$ cat src/rtl/prio_irq_cascade.sv
module prio_irq_cascade #(
  parameter logic [7:0] PRI_BASE_RST = 8'h08,
  parameter logic [7:0] SEC_BASE_RST = 8'h70
) (
  input  logic        clk,
  input  logic        rst_n,
  input  logic [15:0] irq_in,
  input  logic        inta,
  input  logic        wr_en,
  input  logic [2:0]  wr_addr,
  input  logic [7:0]  wr_data,
  output logic        int_o,
  output logic [7:0]  vec_o,
  output logic [9:0]  vec_addr_o
);

  function automatic logic [4:0] first_set(input logic [15:0] v);
    first_set = 5'd16;
    for (int i = 15; i >= 0; i--)
      if (v[i]) first_set = 5'(i);
  endfunction

  logic [15:0] irq_prev, irr, isr, mask;
  logic [7:0]  pri_base, sec_base, vec_q;

  wire [4:0]  best    = first_set(irr & ~mask);
  wire [4:0]  top     = first_set(isr);
  wire        ack_ok  = inta && int_o;
  wire        eoi     = wr_en && (wr_addr == 3'd4);
  wire [15:0] ack_set = ack_ok ? (16'd1 << best[3:0]) : 16'd0;
  wire [15:0] eoi_clr = (eoi && !top[4]) ? (16'd1 << top[3:0]) : 16'd0;

  assign int_o      = !best[4] && (best < top);
  assign vec_o      = vec_q;
  assign vec_addr_o = {vec_q, 2'b00};

  always_ff @(posedge clk) begin
    if (!rst_n) begin
      irq_prev <= '0;
      irr      <= '0;
      isr      <= '0;
      mask     <= '0;
      pri_base <= PRI_BASE_RST & 8'hF8;
      sec_base <= SEC_BASE_RST & 8'hF8;
      vec_q    <= '0;
    end else begin
      irq_prev <= irq_in;
      irr      <= (irr & ~ack_set) | (irq_in & ~irq_prev);
      isr      <= (isr & ~eoi_clr) | ack_set;
      if (inta)
        vec_q <= ack_ok ? ((best[3] ? sec_base : pri_base) | {5'd0, best[2:0]})
                        : (pri_base | 8'd7);
      if (wr_en)
        case (wr_addr)
          3'd0: mask[7:0]  <= wr_data;
          3'd1: pri_base   <= wr_data & 8'hF8;
          3'd2: mask[15:8] <= wr_data;
          3'd3: sec_base   <= wr_data & 8'hF8;
          default: ;
        endcase
    end
  end


  masked_quiet_chk: assert property (@(posedge clk) disable iff (!rst_n)
    int_o |-> ((irr & ~mask) != 16'd0));


  ack_sets_service_chk: assert property (@(posedge clk) disable iff (!rst_n)
    (inta && int_o && !eoi) |=> ($countones(isr) == $countones($past(isr)) + 1));


  eoi_clears_one_chk: assert property (@(posedge clk) disable iff (!rst_n)
    (eoi && isr != 16'd0 && !(inta && int_o)) |=> ($countones(isr) == $countones($past(isr)) - 1));


  spurious_vec_chk: assert property (@(posedge clk) disable iff (!rst_n)
    (inta && !int_o && !eoi) |=> ((vec_o == ($past(pri_base) | 8'd7)) && $stable(isr)));

endmodule

$ cat config.mk
export PLATFORM = sky130hd
export DESIGN_NAME = prio_irq_cascade
export DESIGN_NICKNAME = d
export VERILOG_FILES = /design/src/rtl/prio_irq_cascade.sv
export SDC_FILE = /design/constraint.sdc
export NUM_CORES = 1
export LEC_CHECK = 0
export ABC_AREA = 1
export CAP_MARGIN = 30
export CORE_MARGIN = 5
export CORE_UTILIZATION = 45
export DETAILED_ROUTE_END_ITERATION = 10
export PLACE_DENSITY = 0.77
export SLEW_MARGIN = 25
export SYNTH_ARGS = -nofsm -noshare
export SYNTH_HDL_FRONTEND = slang
export SYNTH_SLANG_ARGS = --single-unit
$ cat constraint.sdc
create_clock -name clk -period 6.3 [get_ports clk]
set_clock_uncertainty 0.15 [all_clocks]
set_input_delay 1.26 -clock clk [delete_from_list [all_inputs] [get_ports clk]]
set_output_delay 1.26 -clock clk [all_outputs]
set_load 0.005 [all_outputs]
# Word-level counts from Yosys, hierarchy flattened
# Cells that the tools add are included.
[totals] output_inout_bits=19 word_cells=73 register_bits=82 input_bits=31
[classes] n_eq_ne=4 n_lt_le_gt_ge=1 n_shift=2 mux=36 n_reduce_logical=11 bitwise=11
[ops] cell="5-bit 2-to-1 mux" count=32
[ops] cell="16-bit bitwise AND" count=4
[ops] cell="16-bit NOT" count=4
[ops] cell="16-bit 2-to-1 mux" count=2
[ops] cell="16-bit OR" count=2
[ops] cell="1-bit by 4-bit left shift with 16-bit output, first input constant" count=2
[ops] cell="8-bit 2-to-1 mux" count=2
[ops] cell="8-bit by 3-bit OR with 8-bit output" count=1
[ops] cell="2-bit AND reduction" count=4
[ops] cell="3-bit by 2-bit equality test with 1-bit output, second input constant" count=2
[ops] cell="5-bit < comparator" count=1
[ops] cell="1-bit logical AND" count=4
[ops] cell="3-bit by 1-bit equality test with 1-bit output, second input constant" count=1
[ops] cell="3-bit equality test, second input constant" count=1
[ops] cell="3-bit zero test" count=1
[ops] cell="1-bit zero test" count=2

# Longest topological paths before layout
# Gate-level depths: netlist of run 1.
[depth] word_depth=25 mapped_depth=24 mapped_depth_nobuf=24

# Worst setup path before layout of run 1
# No wires, ideal clock.
[synth_timing] path_type="reg2out" start="register isr[14]" end="output port int_o" arrival_time_ns=1.778 setup_slack_ns=3.112 n_path_buf=0 path_stages_with_launch=14 t_required_ns=4.890 cell_sequence="dfxtp_1 -> nor2_1 -> o311ai_0 -> nand3_1 -> nand2_1 -> nand2_1 -> nand2_1 -> o21ai_1 -> ha_1 -> inv_1 -> o21a_1 -> o21a_2 -> nand2_1 -> nor2_1"
[synth_via] elab_chain_len=17
[synth_lines] element="start, declared" line="23" text="logic [15:0] irq_prev, irr, isr, mask;"
[synth_lines] element="start signal, assigned" line="49" text="isr <= (isr & ~eoi_clr) | ack_set;"
[synth_lines] element="5-bit 2-to-1 mux (15 in a row)" line="20" text="if (v[i]) first_set = 5'(i);"
[synth_lines] element="5-bit < comparator" line="33" text="assign int_o = !best[4] && (best < top);"
[synth_lines] element="1-bit logical AND" line="33"
[synth_lines] element="end, declared" line="12" text="output logic int_o,"
# Every way passes these cells.

# Worst setup path after layout of run 1
[layout_timing] start="register irr[15]" end="output port int_o"
[layout_via] elab_chain_len=19 elab_cells_between_ends=20 cone_classes="order compare (1); mux (16); bitwise (1); reduce/logical (2)"
[layout_lines] element="start, declared" line="23"
[layout_lines] element="start signal, assigned" line="48" text="irr <= (irr & ~ack_set) | (irq_in & ~irq_prev);"
[layout_lines] element="16-bit bitwise AND (*)" line="26" text="wire [4:0] best = first_set(irr & ~mask);"
[layout_lines] element="5-bit 2-to-1 mux (*) (16 in a row)" line="20"
[layout_lines] element="5-bit < comparator or 1-bit zero test (tied branches)" line="33"
[layout_lines] element="1-bit logical AND (*)" line="33"
# Mark *: on every way between the ends. The rest lies on a longest branch, timed or not.

==> flow_summary.ini, run 1 <==
[placed_design]
hpwlAfterDp_um = 6940
place.port_buffers = 47
finalWeightedCongestion = 0.988
detailedPlace.worstSlack_ps = 2190
placedCellCount = 638

[floorplan]
top_level_ports = 50
core_region_area_sq_mm = 0.00777
die_w_um = 99.8
die_height_um = 99.8
rows = 32
initial_core_util = 0.467
die-area_sq_mm = 0.00995

[hold_path]
min_path_cells = 1
worst_hold_startpoint = irq_prev[5]$_SDFF_PN0_
worst_hold_path_type = reg2reg

[yosys]
synth_cell_types = 29
cell_count_after_synthesis = 511
yosys_warnings = 0
synth_ff_type = sky130_fd_sc_hd__dfxtp_1
ys_top_cells_by_area = sky130_fd_sc_hd__dfxtp_1 45%, sky130_fd_sc_hd__nand2_1 13%, sky130_fd_sc_hd__inv_1 6.9%, sky130_fd_sc_hd__o21ai_0 5.7%, sky130_fd_sc_hd__a21oi_1 5.4%
synthDominantCellAreaShare = 0.453
post_synth.cell_area_avg_sq_um = 7.09
syn-cell-area_sq_mm = 0.00362
async_reset_ff_frac = 0
yosys.area.top_type = sky130_fd_sc_hd__dfxtp_1
count_of_flip_flops_with_a_built_in_enable_after_synthesis = 0
sequential_fraction_of_the_synthesis_area = 0.453
synth_seq_cells = 82

[timing]
maxClockFrequency_mhz = 222
min_period_over_period = 0.714
hold_viol_final = 0
setup-violations-final = 0
timing.final.crit_period_ps = 4500
worst_hold_slack_ps = 257
final_critical_path_setup_slack_ps = 1800
timing.final.max_slew_violations = 0
maxSlewHeadroom = 0.419
fin_tns_setup_ps = 0
setup_repair_after_global_routing_missed_its_margin = no
tightestPinTransition_ps = 864

[grt]
grt_max_degree = 63
grt_pass1_vias = 3218
grt_pass1_wl_um = 14900
grt_usage = 0.186
antenna_found_initial = 0
overflow = 0

[finish]
drive_gt1_frac = 0.0489
nNetsFinal = 582
final-instance-count-excl-fill = 654
num_antenna_cells = 0
area_delta_synth_final_pct = 18.0
n_fill_cell = 749

[cts]
cts-resized-gates = 0
numCtsBuffers = 9
cts.root.buffer_cell = sky130_fd_sc_hd__clkbuf_8
cts_setup_buffers = 0
tritoncts = done
worst_setup_hold_path_clk_slew_ps = 80
post_cts_hold_buffer_count = 0
cts_buffer_depth = 2
total_clock_sinks = 82
htree_num_levels = 3
clkLatencyLatePin_ps = 350

[setup_path]
path_cells = inv_1 > o21ai_1 > a31oi_1 > nor2_1 > nor2_1 > o21bai_1 > nand3_1 > inv_1 > ha_1 > nand3b_1 > nor2_1 > nand2_2 > nand2_1 > nor2_1 > clkdlybuf4s50_1
regToRegStartpoint = irr[15]$_SDFF_PN0_
worst_path_max_delay_cell = sky130_fd_sc_hd__clkdlybuf4s50_1
worst_setup_path_startpoint = irr[15]$_SDFF_PN0_
timing.critical_path.from_type = flip-flop
worstPathArrival_ps = 3090
delay_of_the_slowest_critical_path_stage_ps = 560
critPathMaxFanout = 7
crit_path_end_kind = output pin
rr_worst_depth = 17
timing.critical_path.mode_cell = sky130_fd_sc_hd__nor2_1
data_required_time_of_the_critical_path_ps = 4890
regToRegSetupSlack_ps = 3400
timing.setup.critical_path_class = reg2out

[drt]
dr_total_vias = 3288
vias_per_cell = 5.03
detailedRoute.firstPassIterationCount = 5
drcViolationCount = 0
post_drt_wl_per_cell_um = 13.4
drt_first_iter_violations = 161
route.final.wire_length_um = 8780
count_of_nets_left_with_antenna_violations_after_detail_routing = 0

[outcome]
run_status = completed

[power_and_ir_drop]
power.ir.vdd_worst_v = 0.000144
power-per-cell-area_mw_per_mm2 = 283
static-leakage-power_nw = 1.87

[run]
drv_cap = 0
[routing by layer]
metal  vias up  wire (um)  GRT usage
li1       1709          -          -
met3        14        420     0.0421
met2        74       4080      0.295
met1      1491       4110      0.250
met4         0        169     0.0630
met5         -          0          0
[sequential cells by signal (all words and copies together), names as in the netlist]
name,cells
irq_prev,16
irr,16
isr,16
mask,16
vec_o,8
pri_base,5
sec_base,5
[power by group]
part	switching [mW]	total, mW	internal (mW)	leakage (nW)
combinational	0.189	0.312	0.123	1.12
sequential	0.0204	0.574	0.553	0.674
clock	0.185	0.325	0.139	0.0742
total	0.395	1.21	0.816	1.87
[worst paths after layout]
check / endpoint
setup / recovery: int_o
hold / removal: irr[5]$_SDFF_PN0_
setup reg to reg: irr[12]$_SDFF_PN0_
hold reg to reg: irr[5]$_SDFF_PN0_
[through the flow]
stage	util	cell area, sq um	total power, mW
6_report	0.551	4280	1.21
5_1_grt	0.551	4280	1.29
4_1_cts	0.548	4260	1.21
3_5_place_dp	0.528	4100	0.896
3_3_place_gp	0.528	4100	0.886
2_1_floorplan	-	3630	0.796
[area by class of cell]
class                           instances  area [sq um]  share of cell area
Tap cell                              102           128              0.0298
Clock buffer                           10           128              0.0298
Timing Repair Buffer                   48           485               0.113
Multi-Input combinational cell        338          1600               0.375
Inverter                               69           259              0.0605
Clock inverter                          5          32.5             0.00760
Sequential cell                        82          1640               0.384
[layout by cell type (no fill, tap or decap), types with 5 or more instances in the layout]
cell | netlist | layout
sky130_fd_sc_hd__nand2_1 | 123 | 123
sky130_fd_sc_hd__dfxtp_1 | 82 | 82
sky130_fd_sc_hd__inv_1 | 67 | 67
sky130_fd_sc_hd__nor2_1 | 48 | 48
sky130_fd_sc_hd__clkdlybuf4s50_1 | 0 | 46
sky130_fd_sc_hd__o21ai_0 | 41 | 41
sky130_fd_sc_hd__a21oi_1 | 39 | 39
sky130_fd_sc_hd__nand3_1 | 31 | 31
sky130_fd_sc_hd__o21ai_1 | 19 | 19
sky130_fd_sc_hd__clkbuf_8 | 0 | 9
sky130_fd_sc_hd__o21bai_1 | 7 | 7
sky130_fd_sc_hd__nand4_1 | 5 | 5
[synth_stat cells, types with 2 or more instances]
| cell | number |
|---|---|
| sky130_fd_sc_hd__o21bai_1 | 7 |
| sky130_fd_sc_hd__a31oi_1 | 4 |
| sky130_fd_sc_hd__clkbuf_1 | 13 |
| sky130_fd_sc_hd__o21ai_0 | 41 |
| sky130_fd_sc_hd__nor4_1 | 2 |
| sky130_fd_sc_hd__a21oi_1 | 39 |
| sky130_fd_sc_hd__inv_1 | 67 |
| sky130_fd_sc_hd__inv_2 | 2 |
| sky130_fd_sc_hd__o21ai_1 | 19 |
| sky130_fd_sc_hd__nor2_1 | 48 |
| sky130_fd_sc_hd__nand2_2 | 2 |
| sky130_fd_sc_hd__dfxtp_1 | 82 |
| sky130_fd_sc_hd__nand2_1 | 123 |
| sky130_fd_sc_hd__buf_4 | 10 |
| sky130_fd_sc_hd__nand3_1 | 31 |
| sky130_fd_sc_hd__nand4_1 | 5 |
| sky130_fd_sc_hd__nor2_4 | 2 |
| sky130_fd_sc_hd__ha_1 | 3 |
[worst max-delay path, delay by kind of cell (launching register included)]
kind / cells / cell delay [ps]
buf+inv: 3 / 800
fa+ha+maj: 1 / 250
flops: 1 / 370
simple gates: 8 / 900
compound gates: 3 / 410
[kinds of logic after synthesis]
kind of cell / synth area share
adder cells (fa/ha/maj): 0.0104
AND/OR/NAND/NOR: 0.259
buffers and inverters: 0.106
AO/OA/AOI/OAI: 0.172
other: 0.00103
flip-flops: 0.453
Note: power is estimated with default switching activity, not from simulation.
==> run 2, diff against run 1 <==
==> constraint.sdc (replaced) <==
create_clock -name clk -period 4.2 [get_ports clk]
set_clock_uncertainty 0.15 [all_clocks]
set_input_delay 0.84 -clock clk [delete_from_list [all_inputs] [get_ports clk]]
set_output_delay 0.84 -clock clk [all_outputs]
set_load 0.005 [all_outputs]
==> flow_summary.ini, run 2 (synthesis gave the netlist of run 1 again) <==
[outcome]
run_status = completed

[finish]
final-instance-count-excl-fill = 655
multiInputGateArea_sq_mm = 0.00161
most_common_library_cell_in_the_layout_ignoring_fill_and_taps = sky130_fd_sc_hd__nand2_1
area_delta_synth_final_pct = 18.7
n_fill_cell = 752
num_antenna_cells = 0
register_area_sq_mm = 0.00164
leading_cell_types_in_the_layout_fill_and_taps_excluded = 123 x sky130_fd_sc_hd__nand2_1, 82 x sky130_fd_sc_hd__dfxtp_1, 67 x sky130_fd_sc_hd__inv_1
drive_gt1_frac = 0.0506
nNetsFinal = 582

[grt]
antenna_found_initial = 0
grt_pass1_wl_um = 14600
grt_pass1_vias = 3181
grt_usage = 0.183
overflow = 0
grt_max_degree = 51

[floorplan]
die-area_sq_mm = 0.00995
core_region_area_sq_mm = 0.00777
die_height_um = 99.8
top_level_ports = 50
die_w_um = 99.8
initial_core_util = 0.467
rows = 32

[cts]
htree_num_levels = 3
numCtsBuffers = 9
cts_buffer_depth = 2
cts.root.buffer_cell = sky130_fd_sc_hd__clkbuf_8
cts_setup_buffers = 0
tritoncts = done
cts-resized-gates = 0
worst_setup_hold_path_clk_slew_ps = 80
clkLatencyLatePin_ps = 350
post_cts_hold_buffer_count = 0
total_clock_sinks = 82

[power_and_ir_drop]
power-per-cell-area_mw_per_mm2 = 441
switching_power_mw = 0.592
combinationalPowerShare = 0.249
total_power_mw = 1.90
p_clk_frac = 0.298
power.ir.vdd_worst_v = 0.000202
netSwitchingFraction = 0.312
sequentialPowerShare = 0.453
cell_internal_pwr_mw = 1.31
static-leakage-power_nw = 1.89

[timing]
tightestPinTransition_ps = 789
min_period_over_period = 0.955
timing.final.max_slew_violations = 0
maxSlewHeadroom = 0.469
final_critical_path_setup_slack_ps = 189
hold_viol_final = 0
setup_repair_after_global_routing_missed_its_margin = no
setup-violations-final = 0
maxClockFrequency_mhz = 249
fin_tns_setup_ps = 0
timing.final.crit_period_ps = 4010

[placed_design]
place.port_buffers = 47
detailedPlace.worstSlack_ps = 541
finalWeightedCongestion = 0.972
hpwlAfterDp_um = 6810
placedCellCount = 639

[setup_path]
timing.setup.critical_path_class = reg2out
timing.critical_path.from_type = flip-flop
data_required_time_of_the_critical_path_ps = 3210
crit_path_end_kind = output pin
worstPathArrival_ps = 3020
critPathMaxFanout = 7

[drt]
count_of_nets_left_with_antenna_violations_after_detail_routing = 0
detailedRoute.firstPassIterationCount = 4
drcViolationCount = 0
drt_first_iter_violations = 197
post_drt_wl_per_cell_um = 13.2
route.final.wire_length_um = 8670
vias_per_cell = 5.07
dr_total_vias = 3320

[run]
drv_cap = 0

[hold_path]
worst_hold_path_type = reg2reg
-- run 2: changes by cell type in the layout (fill, tap and decap cells not counted) --
cell / delta
sky130_fd_sc_hd__buf_4: +1
sky130_fd_sc_hd__clkinv_4: +1
sky130_fd_sc_hd__clkinv_2: -1
sky130_fd_sc_hd__clkbuf_1: +1
sky130_fd_sc_hd__buf_12: -1
sky130_fd_sc_hd__nor2_1: -1
sky130_fd_sc_hd__clkbuf_8: +1
sky130_fd_sc_hd__bufinv_16: +1
sky130_fd_sc_hd__clkinvlp_4: -2
sky130_fd_sc_hd__nor2_2: +1
-- run 2: critical path: stages (launching register included) --
cell and delay, ps:
sky130_fd_sc_hd__dfxtp_1 370, sky130_fd_sc_hd__inv_1 80, sky130_fd_sc_hd__o21ai_1 160, sky130_fd_sc_hd__a31oi_1 110
sky130_fd_sc_hd__nor2_1 100, sky130_fd_sc_hd__nor2_1 40, sky130_fd_sc_hd__o21bai_1 110, sky130_fd_sc_hd__nand3_1 200
sky130_fd_sc_hd__inv_1 180, sky130_fd_sc_hd__ha_1 240, sky130_fd_sc_hd__nand3b_1 80, sky130_fd_sc_hd__nor2_1 50
sky130_fd_sc_hd__nand2_2 140, sky130_fd_sc_hd__nand2_1 90, sky130_fd_sc_hd__nor2_2 170, sky130_fd_sc_hd__clkdlybuf4s50_1 540
-- run 2: final timing paths --
path,from,to,slack [ps],cells after the start
worst max-delay path,irr[15]$_SDFF_PN0_,int_o,190,15
worst max register to register,irr[15]$_SDFF_PN0_,irr[12]$_SDFF_PN0_,1330,17
worst min-delay path,irq_prev[0]$_SDFF_PN0_,irr[0]$_SDFF_PN0_,250,1
worst min register to register,irq_prev[0]$_SDFF_PN0_,irr[0]$_SDFF_PN0_,250,1
-- run 2: layer usage --
metal,share of wire,global-route usage,vias to the layer above
met3,0.062,0.0393,9
met4,0.013,0.0588,0
met2,0.46,0.298,81
met5,0,0,-
li1,-,-,1712
met1,0.46,0.241,1518
-- run 2: final cells by class --
class | count | area share
Clock inverter | 4 | 0.0119
Clock buffer | 12 | 0.0337
Inverter | 69 | 0.0602
Multi-Input combinational cell | 338 | 0.373
Timing Repair Buffer | 48 | 0.110
Tap cell | 102 | 0.0297
Sequential cell | 82 | 0.381
-- run 2: stage by stage --
stage | hold slack (ps) | area (sq um) | utilization
global placement | 243 | 4110 | 0.529
CTS | 255 | 4300 | 0.554
finish | 250 | 4300 | 0.554
global route | 281 | 4300 | 0.554
detailed placement | 246 | 4110 | 0.529
floorplan | 239 | 3630 | -
-- run 2: power by group through the flow --
stage          registers, mW  logic (mW)  clock network, mW
4_1_cts                0.860       0.468              0.577
3_5_place_dp           0.878       0.467                  0
3_3_place_gp           0.876       0.454                  0
5_1_grt                0.866       0.533              0.603
6_report               0.860       0.472              0.566
2_1_floorplan          0.869       0.325                  0
